File: config.mk
export PLATFORM = sky130hd
export DESIGN_NAME = ser_audio_rx
export DESIGN_NICKNAME = d
export VERILOG_FILES = /design/src/rtl/ser_audio_rx_pkg.sv /design/src/rtl/ser_audio_rx_sync.sv /design/src/rtl/ser_audio_rx_ctrl.sv /design/src/rtl/ser_audio_rx_dp.sv /design/src/rtl/ser_audio_rx.sv
export SDC_FILE = /design/constraint.sdc
export NUM_CORES = 1
export LEC_CHECK = 0
export ABC_AREA = 1
export BUFFER_PORTS_ARGS = -buffer_cell sky130_fd_sc_hd__buf_2
export CAP_MARGIN = 20
export CELL_PAD_IN_SITES_DETAIL_PLACEMENT = 2
export CELL_PAD_IN_SITES_GLOBAL_PLACEMENT = 2
export CORE_MARGIN = 3
export CORE_UTILIZATION = 31
export CTS_CLUSTER_DIAMETER = 120
export DETAILED_ROUTE_END_ITERATION = 16
export GPL_TIMING_DRIVEN = 0
export PLACE_DENSITY_LB_ADDON = 0.25
export SYNTH_ARGS = -nofsm -noshare
export SYNTH_HDL_FRONTEND = slang
export SYNTH_SLANG_ARGS = --single-unit
File: constraint.sdc
create_clock -name clk -period 2.9 [get_ports clk]
set_input_delay 0.435 -clock clk [delete_from_list [all_inputs] [get_ports clk]]
set_output_delay 0.435 -clock clk [all_outputs]
set_load 0.005 [all_outputs]
File: src/rtl/ser_audio_rx_pkg.sv
package ser_audio_rx_pkg;

  localparam int SAMPLE_W = 24;
  localparam int IDX_W    = 5;

  typedef enum logic [1:0] {
    WIDTH16 = 2'd0,
    WIDTH20 = 2'd1,
    WIDTH24 = 2'd2
  } lsbWidth_e;

  // strobes from the control to the datapath, all for the current system cycle
  typedef struct packed {
    logic                 tick;       // rising bit-clock edge while running
    logic                 boundary;   // word clock changed on this tick
    logic                 clear;      // power-down
    logic                 emitLeft;
    logic                 emitRight;
    logic                 lsbMode;    // right-aligned framing
    lsbWidth_e            lsbWidth;
    logic                 capWrite;   // place current bit into the left-aligned capture
    logic [IDX_W-1:0]     capIdx;     // bit index counted from the MSB
    logic                 tailWrite;  // I2S: current bit is the last bit of the ending word
    logic [IDX_W-1:0]     tailIdx;
  } rxCtl_t;

endpackage

File: src/rtl/ser_audio_rx_sync.sv
module ser_audio_rx_sync #(
  parameter int LINES  = 3,
  parameter int STAGES = 2   // at least 2
) (
  input  logic             clk,
  input  logic             rstN,
  input  logic [LINES-1:0] asyncIn,
  output logic [LINES-1:0] syncOut
);

  for (genvar g = 0; g < LINES; g++) begin : gLine
    logic [STAGES-1:0] chain;
    always_ff @(posedge clk or negedge rstN) begin
      if (!rstN) chain <= '0;
      else       chain <= {chain[STAGES-2:0], asyncIn[g]};
    end
    assign syncOut[g] = chain[STAGES-1];
  end

endmodule

File: src/rtl/ser_audio_rx_ctrl.sv
module ser_audio_rx_ctrl
  import ser_audio_rx_pkg::*;
#(
  parameter int CNT_W = 8
) (
  input  logic       clk,
  input  logic       rstN,
  input  logic       powerDown,
  input  logic [2:0] fmtCode,
  input  logic       bclkS,
  input  logic       lrS,
  output rxCtl_t     ctl,
  output logic [2:0] activeFmt,
  output logic       errFlag
);

  localparam logic [CNT_W-1:0] LEN16 = CNT_W'(16);
  localparam logic [CNT_W-1:0] LEN20 = CNT_W'(20);
  localparam logic [CNT_W-1:0] SPAN  = CNT_W'(SAMPLE_W);
  localparam logic [CNT_W-1:0] ONE   = CNT_W'(1);

  logic [2:0]       fmtReg;
  logic             bclkLast, lrPrev, primed, synced;
  logic [CNT_W-1:0] cnt;

  logic             rise, tick, boundary, lenOk, isLsb, isI2s, isReserved, endedLeft, emit;
  logic [CNT_W-1:0] minLen, pos, offset, rel, tailPos;

  assign rise      = bclkS & ~bclkLast;
  assign tick      = rise & ~powerDown;
  assign boundary  = tick & primed & (lrS != lrPrev);
  assign activeFmt = fmtReg;

  always_comb begin
    isLsb      = (fmtReg == 3'd0) || (fmtReg == 3'd1) || (fmtReg == 3'd4);
    isI2s      = (fmtReg == 3'd3) || (fmtReg == 3'd6);
    isReserved = (fmtReg == 3'd7);
    case (fmtReg)
      3'd0:    minLen = LEN16;
      3'd1:    minLen = LEN20;
      default: minLen = SPAN;
    endcase
    lenOk     = (cnt >= minLen) || ((fmtReg == 3'd3) && (cnt == LEN16));
    endedLeft = isI2s ? ~lrPrev : lrPrev;
    emit      = boundary & synced & lenOk & ~isReserved;
    pos       = boundary ? '0 : cnt;
    offset    = isI2s ? ONE : '0;
    rel       = pos - offset;
    tailPos   = cnt - ONE;

    ctl           = '0;
    ctl.tick      = tick;
    ctl.boundary  = boundary;
    ctl.clear     = powerDown;
    ctl.emitLeft  = emit & endedLeft;
    ctl.emitRight = emit & ~endedLeft;
    ctl.lsbMode   = isLsb;
    case (fmtReg)
      3'd0:    ctl.lsbWidth = WIDTH16;
      3'd1:    ctl.lsbWidth = WIDTH20;
      default: ctl.lsbWidth = WIDTH24;
    endcase
    ctl.capWrite  = tick & ~isLsb & ~isReserved & (pos >= offset) & (rel < SPAN);
    ctl.capIdx    = rel[IDX_W-1:0];
    ctl.tailWrite = boundary & isI2s & (cnt != '0) & (tailPos < SPAN);
    ctl.tailIdx   = tailPos[IDX_W-1:0];
  end

  always_ff @(posedge clk or negedge rstN) begin
    if (!rstN) bclkLast <= 1'b0;
    else       bclkLast <= bclkS;
  end

  always_ff @(posedge clk or negedge rstN) begin
    if (!rstN) begin
      fmtReg  <= '0;
      lrPrev  <= 1'b0;
      primed  <= 1'b0;
      synced  <= 1'b0;
      cnt     <= '0;
      errFlag <= 1'b0;
    end else if (powerDown) begin
      fmtReg  <= fmtCode;
      lrPrev  <= 1'b0;
      primed  <= 1'b0;
      synced  <= 1'b0;
      cnt     <= '0;
      errFlag <= 1'b0;
    end else if (tick) begin
      lrPrev <= lrS;
      primed <= 1'b1;
      if (boundary) begin
        synced <= 1'b1;
        cnt    <= ONE;
        if (synced && !lenOk && !isReserved) errFlag <= 1'b1;
      end else if (cnt != '1) begin
        cnt <= cnt + ONE;
      end
    end
  end

  AST_FMT_FROZEN: assert property (@(posedge clk) disable iff (!rstN)
    !powerDown |=> $stable(fmtReg));
  AST_ERR_STICKY: assert property (@(posedge clk) disable iff (!rstN)
    errFlag && !powerDown |=> errFlag);
  AST_ERR_CLEAR: assert property (@(posedge clk) disable iff (!rstN)
    powerDown |=> !errFlag);

endmodule

File: src/rtl/ser_audio_rx_dp.sv
module ser_audio_rx_dp
  import ser_audio_rx_pkg::*;
(
  input  logic                clk,
  input  logic                rstN,
  input  rxCtl_t              ctl,
  input  logic                sdS,
  output logic [SAMPLE_W-1:0] leftData,
  output logic                leftValid,
  output logic [SAMPLE_W-1:0] rightData,
  output logic                rightValid
);

  localparam logic [IDX_W-1:0] TOP_IDX = IDX_W'(SAMPLE_W - 1);

  logic [SAMPLE_W-1:0] rollReg, capReg, capNext, lsbWord, msbWord, word;

  always_comb begin
    case (ctl.lsbWidth)
      WIDTH16: lsbWord = {{(SAMPLE_W-16){rollReg[15]}}, rollReg[15:0]};
      WIDTH20: lsbWord = {{(SAMPLE_W-20){rollReg[19]}}, rollReg[19:0]};
      default: lsbWord = rollReg;
    endcase
    msbWord = capReg;
    if (ctl.tailWrite) msbWord[TOP_IDX - ctl.tailIdx] = sdS;
    word = ctl.lsbMode ? lsbWord : msbWord;

    capNext = ctl.boundary ? '0 : capReg;
    if (ctl.capWrite) capNext[TOP_IDX - ctl.capIdx] = sdS;
  end

  always_ff @(posedge clk or negedge rstN) begin
    if (!rstN) begin
      rollReg    <= '0;
      capReg     <= '0;
      leftData   <= '0;
      rightData  <= '0;
      leftValid  <= 1'b0;
      rightValid <= 1'b0;
    end else begin
      leftValid  <= 1'b0;
      rightValid <= 1'b0;
      if (ctl.clear) begin
        rollReg <= '0;
        capReg  <= '0;
      end else if (ctl.tick) begin
        rollReg <= {rollReg[SAMPLE_W-2:0], sdS};
        capReg  <= capNext;
        if (ctl.emitLeft) begin
          leftData  <= word;
          leftValid <= 1'b1;
        end
        if (ctl.emitRight) begin
          rightData  <= word;
          rightValid <= 1'b1;
        end
      end
    end
  end

  AST_VALID_PULSE: assert property (@(posedge clk) disable iff (!rstN)
    (leftValid || rightValid) |=> !(leftValid || rightValid));
  AST_ONE_CHANNEL: assert property (@(posedge clk) disable iff (!rstN)
    !(leftValid && rightValid));
  AST_PD_QUIET: assert property (@(posedge clk) disable iff (!rstN)
    ctl.clear |=> !leftValid && !rightValid);
  AST_DATA_HOLD: assert property (@(posedge clk) disable iff (!rstN)
    !leftValid |-> $stable(leftData));

endmodule

File: src/rtl/ser_audio_rx.sv
module ser_audio_rx
  import ser_audio_rx_pkg::*;
#(
  parameter int CNT_W       = 8,
  parameter int SYNC_STAGES = 2
) (
  input  logic                clk,
  input  logic                rstN,
  input  logic                powerDown,
  input  logic [2:0]          fmtCode,
  input  logic                bitClk,
  input  logic                wordClk,
  input  logic                serData,
  output logic [SAMPLE_W-1:0] leftData,
  output logic                leftValid,
  output logic [SAMPLE_W-1:0] rightData,
  output logic                rightValid,
  output logic                frameError
);

  logic [2:0] pinSync;
  logic [2:0] activeFmt;
  rxCtl_t     ctl;

  ser_audio_rx_sync #(.LINES(3), .STAGES(SYNC_STAGES)) u_sync (
    .clk     (clk),
    .rstN    (rstN),
    .asyncIn ({serData, wordClk, bitClk}),
    .syncOut (pinSync)
  );

  ser_audio_rx_ctrl #(.CNT_W(CNT_W)) u_ctrl (
    .clk       (clk),
    .rstN      (rstN),
    .powerDown (powerDown),
    .fmtCode   (fmtCode),
    .bclkS     (pinSync[0]),
    .lrS       (pinSync[1]),
    .ctl       (ctl),
    .activeFmt (activeFmt),
    .errFlag   (frameError)
  );

  ser_audio_rx_dp u_dp (
    .clk        (clk),
    .rstN       (rstN),
    .ctl        (ctl),
    .sdS        (pinSync[2]),
    .leftData   (leftData),
    .leftValid  (leftValid),
    .rightData  (rightData),
    .rightValid (rightValid)
  );

  AST_SEXT16: assert property (@(posedge clk) disable iff (!rstN)
    leftValid && (activeFmt == 3'd0) |->
      (leftData[SAMPLE_W-1:15] == '0) || (leftData[SAMPLE_W-1:15] == '1));

endmodule

==> impl_summary.txt, run 1 <==
----------------------------------------------------
[Final layout]
  Design area ... between 8000 and 9000 um^2
  Diodes inserted ... 0
  Share of post-route cells with drive strength above 1 ... 0.1573
  Number of non-filler instances in the completed layout ... around 1300
  Post-layout nets ... 1054
  Count of fill cells added during filler insertion ... 2526
  Area growth from synthesis to layout ... 20.23%

[Global routing]
  Via count of the first global-routing pass ... 7439
  Pin count of the biggest net entering global routing ... 71
  GRT Residual Overflow ... 0
  First-pass GRT wire length ... 40960 um
  Global Route Usage Sum ... 0.2137
  Number of antenna violations at the first check in global routing ... 0

[Critical path]
  Kind of critical path ... reg2reg
  Sort of element at the end of the critical path ... flop
  Data arrival time at the worst-slack endpoint ... 3.04 ns
  Worst reg2reg startpoint ... u_ctrl.cnt[0]$_DFFE_PN0P_
  Largest delay share family, worst path ... simple AND/OR/NAND/NOR gates
  Logic depth of the worst path, buffers included ... 14
  Category of the worst setup path launch point ... flop
  Slowest CP cell ... sky130_fd_sc_hd__dfrtp_1
  Buffers and inverters on the worst path ... 3
  FF-to-FF path depth ... 14
  Crit path max fanout ... 10
  List of cells traversed by the critical path ... inv_1, ha_2, nand3_1, xor2_1, nand2_1, nand2_1, nor2_2, buf_4, buf_6, nand4_1, nand3_1, nand2_1, nand2_1, nand2_1
  Most Frequent Cell on Critical Path ... sky130_fd_sc_hd__nand2_1
  Crit-path max cell delay ... 0.45 ns
  Required time of the critical path ... 3.21 ns
  Capture instance of the worst register-to-register path ... u_dp.rightData[10]$_DFFE_PN0P_
  Setup slack of the most critical reg-to-reg path ... 0.17 ns

[Synth]
  Number of warnings reported in the yosys synthesis log ... 0
  Number of standard cells after synthesis ... 957
  Number of nets in the synthesized netlist ... 974
  Flip-flop and latch count after synthesis ... 120
  Distinct cell type count of the synthesized netlist ... 34
  Post-Synthesis Cell Area ... ~6800 um^2
  Syn avg cell area ... 7.153 um^2
  Sequential area share after synthesis ... 0.4387
  Number of synthesized flops with an enable pin ... 0
  Share of flip-flops with an asynchronous set or reset after synthesis ... 1.000
  Predominant post-synthesis flop cell ... sky130_fd_sc_hd__dfrtp_1

[Floorplanning]
  Horiz. Die Dim ... 154.6 um
  Num rows ... 53
  I/O pins ... 60
  Floorplan die height ... 154.6 um
  Starting density of the core ... 0.3206
  Core Region ... 21350 um^2
  Die outline area ... 23900 um^2

[Clocking]
  Number of buffers created by CTS ... 17
  Number of clock sinks ... 120
  Clock tree from TritonCTS ... built
  Maximum count of clock buffers along a single path ... 2
  Clock transition time at the flip-flop clock pins of the worst setup and hold paths ... 0.06 ns
  Worst skew pair latency ... 0.42 ns
  CTS HTree Levels ... 4
  Master cell of the clock root buffer ... sky130_fd_sc_hd__clkbuf_16

[Detailed routing]
  Number of violations reported at the end of detailed-routing iteration 0 ... 322
  Number of routed nets with antenna violations ... 0
  Via Count ... between 6000 and 7000
  # DRC ... 0
  WL/cell ... 18.69 um
  Detailed-route wire length ... 24740 um
  Detailed-routing iteration count for the pre-antenna-repair pass ... 4
  Detail-routed via count per cell ... 5.073

[Timing]
  Worst relative slew slack ... 0.5690
  Setup violations, final ... 0
  Max Clock Freq ... between 300 and 400 MHz
  Setup slack of the critical path after layout ... 0.1742 ns
  Max-slew violation count ... 0
  Fraction of the cycle the final worst path needs ... 0.9399
  Transition time at the pin with the least slew margin ... approximately 0.65 ns
  Crit path time final ... about 2.7 ns
  Final clock skew ... 0.01089 ns
  Count of final hold-check violations ... 0

[Placed design]
  Final weighted congestion of routability-driven global placement ... 0.8478
  Worst slack after detailed placement ... -0.8217 ns
  Number of input and output port buffers inserted ... 58
  Post-placement cell area ... 7517 um^2
  Placed cell count ... about 1300
  DP HPWL ... 18570 um

[Hold path]
  Hold Path Cell Cnt ... 1
  Hold Startpoint ... wordClk
  Worst hold path endpoint ... u_sync.gLine[1].chain[0]$_DFF_PN0_
  Type of the worst min-delay path ... in2reg

[Status]
  Run status ... completed

[Pwr]
  Pwr Density ... 595.6 nW/um^2
  Largest voltage drop on the vdd net ... roughly 0.00037 V
  Leakage dissipation ... between 0.004 and 0.005 uW

[Flow run]
  Number of maximum-capacitance constraint violations ... 0

----------------------------------------------------
==> per-layer routing <==
| layer | vias to the layer above | wire [um] | track usage |
|---|---|---|---|
| li1 | 3261 | - | - |
| met1 | 3332 | 11560 | 0.2798 |
| met2 | 105 | 12280 | 0.3717 |
| met3 | 18 | 637 | 0.03358 |
| met4 | 0 | 262 | 0.05046 |
| met5 | - | 0 | 0 |
==> cells in the mapped netlist (8+ instances only) <==
cell type                    n  area, um^2
sky130_fd_sc_hd__buf_2      20       100.1
sky130_fd_sc_hd__nor2_1     44       165.2
sky130_fd_sc_hd__nand3_1    71       355.3
sky130_fd_sc_hd__clkbuf_1   24       90.09
sky130_fd_sc_hd__ha_1        8       100.1
sky130_fd_sc_hd__nand2_1   407        1528
sky130_fd_sc_hd__o21ai_0    17       85.08
sky130_fd_sc_hd__nand4_1    77       481.7
sky130_fd_sc_hd__o22ai_1    25       156.4
sky130_fd_sc_hd__inv_1      81       304.0
sky130_fd_sc_hd__dfrtp_1   120        3003
==> flip-flops by register name, summed over array words and instances (netlist names) <==
name                count
u_dp.rightValid         1
u_ctrl.lrPrev           1
u_dp.leftData          24
u_ctrl.bclkLast         1
u_ctrl.activeFmt        3
u_dp.capReg            24
u_dp.rollReg           24
u_dp.leftValid          1
u_sync.gLine.chain      6
u_ctrl.cnt              8
u_ctrl.errFlag          1
u_ctrl.synced           1
u_dp.rightData         24
u_ctrl.primed           1
==> worst register-to-register path, cell delays in order, from the launching register on <==
cell and delay, ns:
sky130_fd_sc_hd__dfrtp_1 0.45, sky130_fd_sc_hd__inv_1 0.22, sky130_fd_sc_hd__ha_2 0.27, sky130_fd_sc_hd__nand3_1 0.16
sky130_fd_sc_hd__xor2_1 0.23, sky130_fd_sc_hd__nand2_1 0.11, sky130_fd_sc_hd__nand2_1 0.08, sky130_fd_sc_hd__nor2_2 0.19
sky130_fd_sc_hd__buf_4 0.21, sky130_fd_sc_hd__buf_6 0.15, sky130_fd_sc_hd__nand4_1 0.08, sky130_fd_sc_hd__nand3_1 0.17
sky130_fd_sc_hd__nand2_1 0.13, sky130_fd_sc_hd__nand2_1 0.10, sky130_fd_sc_hd__nand2_1 0.06
==> power by group <==
| group | leakage [uW] | switching (uW) | internal [uW] | total, uW |
|---|---|---|---|---|
| Combinational | 0.00247 | 726 | 273 | 999 |
| Clock | 0.000272 | 822 | 1310 | 2130 |
| Sequential | 0.00164 | 46.2 | 1730 | 1770 |
==> kinds of logic after synthesis <==
group	Yosys count	synth area share
and+or+nand+nor	621	0.3952
AOI/OAI and AO/OA	57	0.04953
xor gates and xnor gates	6	0.009871
buffers and inverters	145	0.09212
DFF	120	0.4387
adders and majority gates	8	0.01462
==> layout make-up <==
cell class | instances | area (um^2) | area share
buffer | 54 | 322.8 | 0.03922
clock buffer | 21 | 460.4 | 0.05594
clock inverter | 10 | 121.4 | 0.01475
inverter | 90 | 345.3 | 0.04196
multi-input combinational | 692 | 3284 | 0.3991
sequential | 120 | 3003 | 0.3649
tap | 275 | 344.1 | 0.04181
timing repair buffer | 62 | 349.1 | 0.04241
==> stage by stage <==
stage / TNS (ns) / util / hold slack [ns] / power (uW)
after floorplan: 0 / - / 0.1394 / 2414
after global placement: -48.10 / 0.3505 / 0.3321 / 2708
after detailed placement: -18.34 / 0.3520 / 0.3387 / 2747
after CTS: 0 / 0.3826 / 0.1017 / 4920
after global routing: -0.3453 / 0.3854 / 0.1057 / 5163
final: 0 / 0.3854 / 0.1151 / 4902
==> cell usage in the layout, fill, tap and decap left out, types with 5 or more instances in the layout <==
cell,count
sky130_fd_sc_hd__clkbuf_16,17
sky130_fd_sc_hd__ha_1,5
sky130_fd_sc_hd__nor2_2,6
sky130_fd_sc_hd__nand2_2,7
sky130_fd_sc_hd__nand2_1,402
sky130_fd_sc_hd__o21ai_0,17
sky130_fd_sc_hd__nor2_4,7
sky130_fd_sc_hd__inv_1,81
sky130_fd_sc_hd__nor3_1,5
sky130_fd_sc_hd__dfrtp_1,120
sky130_fd_sc_hd__nand3_1,71
sky130_fd_sc_hd__inv_2,6
sky130_fd_sc_hd__o22ai_1,25
sky130_fd_sc_hd__nand4_1,77
sky130_fd_sc_hd__a21oi_1,5
sky130_fd_sc_hd__buf_2,73
sky130_fd_sc_hd__nor2_1,39
sky130_fd_sc_hd__buf_6,8
sky130_fd_sc_hd__clkbuf_1,20
==> worst max-delay path by stage <==
stage | startpoint | to | slack, ns
after detailed placement | powerDown | u_dp.capReg[11]$_DFFE_PN0P_ | -0.82
final | u_ctrl.cnt[0]$_DFFE_PN0P_ | u_dp.rightData[10]$_DFFE_PN0P_ | 0.17
after CTS | u_ctrl.lrPrev$_DFFE_PN0P_ | u_dp.capReg[18]$_DFFE_PN0P_ | 0.0008
after global placement | powerDown | u_dp.capReg[11]$_DFFE_PN0P_ | -0.79
after global routing | u_ctrl.lrPrev$_DFFE_PN0P_ | u_dp.capReg[17]$_DFFE_PN0P_ | -0.05
after floorplan | powerDown | u_dp.capReg[23]$_DFFE_PN0P_ | 0.006
==> what timing repair did <==
item,CTS,global route
resized for setup,17,16
hold endpoints to repair,26,0
endpoints found under the setup margin,24,65
setup buffers,0,2
hold buffers,1,0
pin swaps,3,5
Note: power is estimated with default switching activity, not from simulation.
==> inputs of run 2 (changes only) <==
Settings changed: CORE_UTILIZATION 31 to 32, CTS_BUF_LIST set to sky130_fd_sc_hd__clkbuf_8.
==> impl_summary.txt, run 2 (synthesis results as in run 1) <==
----------------------------------------------------
[Global routing]
  Global routing usage on met3 ... 0.03011 (-0.003471)
  Via count of the first global-routing pass ... 7314 (-1.7%)
  Met1 usage ... 0.2771 (-0.002698)
  Most used routing layer in global routing ... met2
  First-pass GRT wire length ... 39510 um (-3.5%)
  Pin count of the biggest net entering global routing ... 66 (-7.0%)
  Number of antenna violations at the first check in global routing ... 0 (unchanged)
  Met2 Use GR ... 0.3620 (-0.009691)
  GRT Residual Overflow ... 0 (unchanged)
  Global Route Usage Sum ... 0.2099 (-0.003765)

[Detailed routing]
  Via Count ... 6731 (+0.22%)
  WL/cell ... 18.12 um (-3.0%)
  Detailed-routing iteration count for the pre-antenna-repair pass ... 5 (+1)
  Number of routed nets with antenna violations ... 0 (unchanged)
  Detail-routed via count per cell ... 5.095 (+0.45%)
  Detailed-route wire length ... 23940 um (-3.2%)
  Number of violations reported at the end of detailed-routing iteration 0 ... 246 (-24%)
  # DRC ... 0 (unchanged)

[Timing]
  Setup repair after global routing missed its margin ... true
  Fraction of the cycle the final worst path needs ... 0.9262 (-0.01377)
  Count of final hold-check violations ... 0 (unchanged)
  Worst relative slew slack ... 0.5801 (+0.01106)
  Crit path time final ... 2.686 ns (-0.03992 ns)
  Max Clock Freq ... 372.3 MHz (+1.5%)
  Max-slew violation count ... 0 (unchanged)
  Final clock skew ... 0.01900 ns (+0.008113 ns)
  Setup violations, final ... 0 (unchanged)
  Transition time at the pin with the least slew margin ... 0.6299 ns (-0.01658 ns)

[Hold path]
  Hold Startpoint ... serData
  Hold Path Cell Cnt ... 1 (unchanged)
  Worst hold path endpoint ... u_sync.gLine[2].chain[0]$_DFF_PN0_
  Type of the worst min-delay path ... in2reg

[Critical path]
  Category of the worst setup path launch point ... flop
  Data arrival time at the worst-slack endpoint ... 3.00 ns (-0.04 ns)
  Capture instance of the worst register-to-register path ... u_dp.capReg[20]$_DFFE_PN0P_
  Largest delay share family, worst path ... buffers and inverters
  List of cells traversed by the critical path ... inv_2, nand2_1, nand2_2, nand2_4, buf_8, buf_12, nand2_2, ha_4, ha_4, buf_12, xor2_4, clkbuf_4, nand4_1, nand2_1, nand2_1, nand2_1, nor2_1
  Buffers and inverters on the worst path ... 5 (+2)
  Required time of the critical path ... 3.21 ns (about the same)
  Worst reg2reg startpoint ... u_ctrl.lrPrev$_DFFE_PN0P_
  Sort of element at the end of the critical path ... flop
  Slowest CP cell ... sky130_fd_sc_hd__dfrtp_1
  Crit path max fanout ... 19 (+9)
  Most Frequent Cell on Critical Path ... sky130_fd_sc_hd__nand2_1
  Crit-path max cell delay ... 0.40 ns (-0.05 ns)
  FF-to-FF path depth ... 17 (+3)
  Setup slack of the most critical reg-to-reg path ... 0.21 ns (+0.04 ns)
  Kind of critical path ... reg2reg

[Placed design]
  Final weighted congestion of routability-driven global placement ... 0.8335 (-1.7%)
  DP HPWL ... 18130 um (-2.4%)
  Number of input and output port buffers inserted ... 58 (unchanged)

[Floorplanning]
  Horiz. Die Dim ... 152.3 um (-1.5%)
  I/O pins ... 60 (unchanged)
  Die outline area ... 23180 um^2 (-3.0%)
  Floorplan die height ... 152.3 um (-1.5%)
  Core Region ... 20620 um^2 (-3.4%)
  Starting density of the core ... 0.3319 (+0.01132)
  Num rows ... 52 (-1.9%)

[Flow run]
  Number of maximum-capacitance constraint violations ... 0 (unchanged)

[Final layout]
  Most common cell after layout, fill and taps aside ... sky130_fd_sc_hd__nand2_1
  Post-layout nets ... 1056 (+0.19%)
  Area growth from synthesis to layout ... 18.33%
  Utilization of the core after routing ... 0.3927 (+0.007299)
  Commonest cells after routing, fill and taps aside ... sky130_fd_sc_hd__nand2_1, sky130_fd_sc_hd__dfrtp_1, sky130_fd_sc_hd__inv_1
  Count of fill cells added during filler insertion ... 2475 (-2.0%)
  Share of post-route cells with drive strength above 1 ... 0.1608 (+0.003507)
  Diodes inserted ... 0 (unchanged)

[Clocking]
  Clock transition time at the flip-flop clock pins of the worst setup and hold paths ... 0.09 ns (+0.03 ns)
  Maximum count of clock buffers along a single path ... 2 (unchanged)
  Number of buffers created by CTS ... 17 (unchanged)
  Worst skew pair latency ... 0.45 ns (+0.03 ns)
  CTS HTree Levels ... 4 (unchanged)
  Master cell of the clock root buffer ... sky130_fd_sc_hd__clkbuf_8
  Number of clock sinks ... 120 (unchanged)
  Clock tree from TritonCTS ... built

[Status]
  Run status ... completed

[Pwr]
  Largest voltage drop on the vdd net ... 0.0002685 V (-27%)
  Total power of the final layout ... 4402 uW (-10%)
  Pwr Density ... 543.4 nW/um^2 (-8.8%)
  Leakage dissipation ... 0.004341 uW (-0.89%)

----------------------------------------------------
## run 2: cell count changes in the layout (fill, tap and decap cells not counted), moves of 2 or more
cell and delta:
sky130_fd_sc_hd__buf_2 -3, sky130_fd_sc_hd__clkinv_4 +4, sky130_fd_sc_hd__clkinvlp_4 -4, sky130_fd_sc_hd__inv_2 +2, sky130_fd_sc_hd__clkinv_2 +2, sky130_fd_sc_hd__buf_4 +3, sky130_fd_sc_hd__clkbuf_8 +15, sky130_fd_sc_hd__inv_1 -2
sky130_fd_sc_hd__clkbuf_4 +2, sky130_fd_sc_hd__clkbuf_1 -2, sky130_fd_sc_hd__clkbuf_16 -17
## run 2: per-layer routing
metal  vias to the layer above  share of wire
met5                         -              0
met4                         0          0.015
met3                        26          0.030
met2                       105           0.49
met1                      3342           0.47
li1                       3258              -
## run 2: power by group
group | internal [uW] | switching [uW]
Sequential | 1720 | 44.1
Combinational | 286 | 728
Clock | 853 | 767
## run 2: per-stage QoR
stage                     cell area [um^2]  std cells  hold slack, ns  setup WS [ns]  setup TNS, ns
after floorplan                       6849        957          0.1394       0.005603              0
after global placement                7477       1285          0.3329        -0.8158         -47.59
after detailed placement              7511       1286          0.3372        -0.8743         -19.44
after CTS                             7998       1318         0.05400        0.03016              0
after global routing                  8100       1321         0.04863       -0.02296       -0.05953
final                                 8100       1321         0.08312         0.2141              0
## run 2: timing repair
| action | CTS | global route |
|---|---|---|
| gates cloned | 0 | 0 |
| hold buffers | 1 | 0 |
| resized for setup | 17 | 26 |
| endpoints found under the setup margin | 24 | 71 |
| endpoints found under the hold margin | 55 | 0 |
| pin swaps | 3 | 7 |
| buffers inserted | 1 | 3 |
## run 2: worst max path at each step
stage	from	endpoint	slack, ns	depth (start not counted)
finish	u_ctrl.lrPrev$_DFFE_PN0P_	u_dp.capReg[20]$_DFFE_PN0P_	0.21	17
floorplan	powerDown	u_dp.capReg[23]$_DFFE_PN0P_	0.006	21
CTS	u_ctrl.lrPrev$_DFFE_PN0P_	u_dp.capReg[11]$_DFFE_PN0P_	0.03	19
global route	u_ctrl.lrPrev$_DFFE_PN0P_	u_dp.capReg[20]$_DFFE_PN0P_	-0.02	20
global placement	powerDown	u_dp.capReg[11]$_DFFE_PN0P_	-0.82	18
detailed placement	powerDown	u_dp.capReg[11]$_DFFE_PN0P_	-0.87	19
## run 2: area by class of cell
class	count	area (um^2)	share of cell area
inverters	90	345.3	0.04263
clock inverters	14	175.2	0.02162
well taps	270	337.8	0.04171
multi-input cells	692	3296	0.4069
plain buffers	54	332.8	0.04109
flip-flops and latches	120	3003	0.3707
repair buffers	64	376.6	0.04649
clock buffers	17	234.0	0.02888
## run 2: worst reg2reg max path, cell delays in order (launching register included)
cell and delay (ns):
sky130_fd_sc_hd__dfrtp_1 0.40, sky130_fd_sc_hd__inv_2 0.05, sky130_fd_sc_hd__nand2_1 0.07, sky130_fd_sc_hd__nand2_2 0.09, sky130_fd_sc_hd__nand2_4 0.12, sky130_fd_sc_hd__buf_8 0.15, sky130_fd_sc_hd__buf_12 0.17, sky130_fd_sc_hd__nand2_2 0.09
sky130_fd_sc_hd__ha_4 0.19, sky130_fd_sc_hd__ha_4 0.19, sky130_fd_sc_hd__buf_12 0.13, sky130_fd_sc_hd__xor2_4 0.24, sky130_fd_sc_hd__clkbuf_4 0.26, sky130_fd_sc_hd__nand4_1 0.13, sky130_fd_sc_hd__nand2_1 0.11, sky130_fd_sc_hd__nand2_1 0.05
sky130_fd_sc_hd__nand2_1 0.07, sky130_fd_sc_hd__nor2_1 0.04
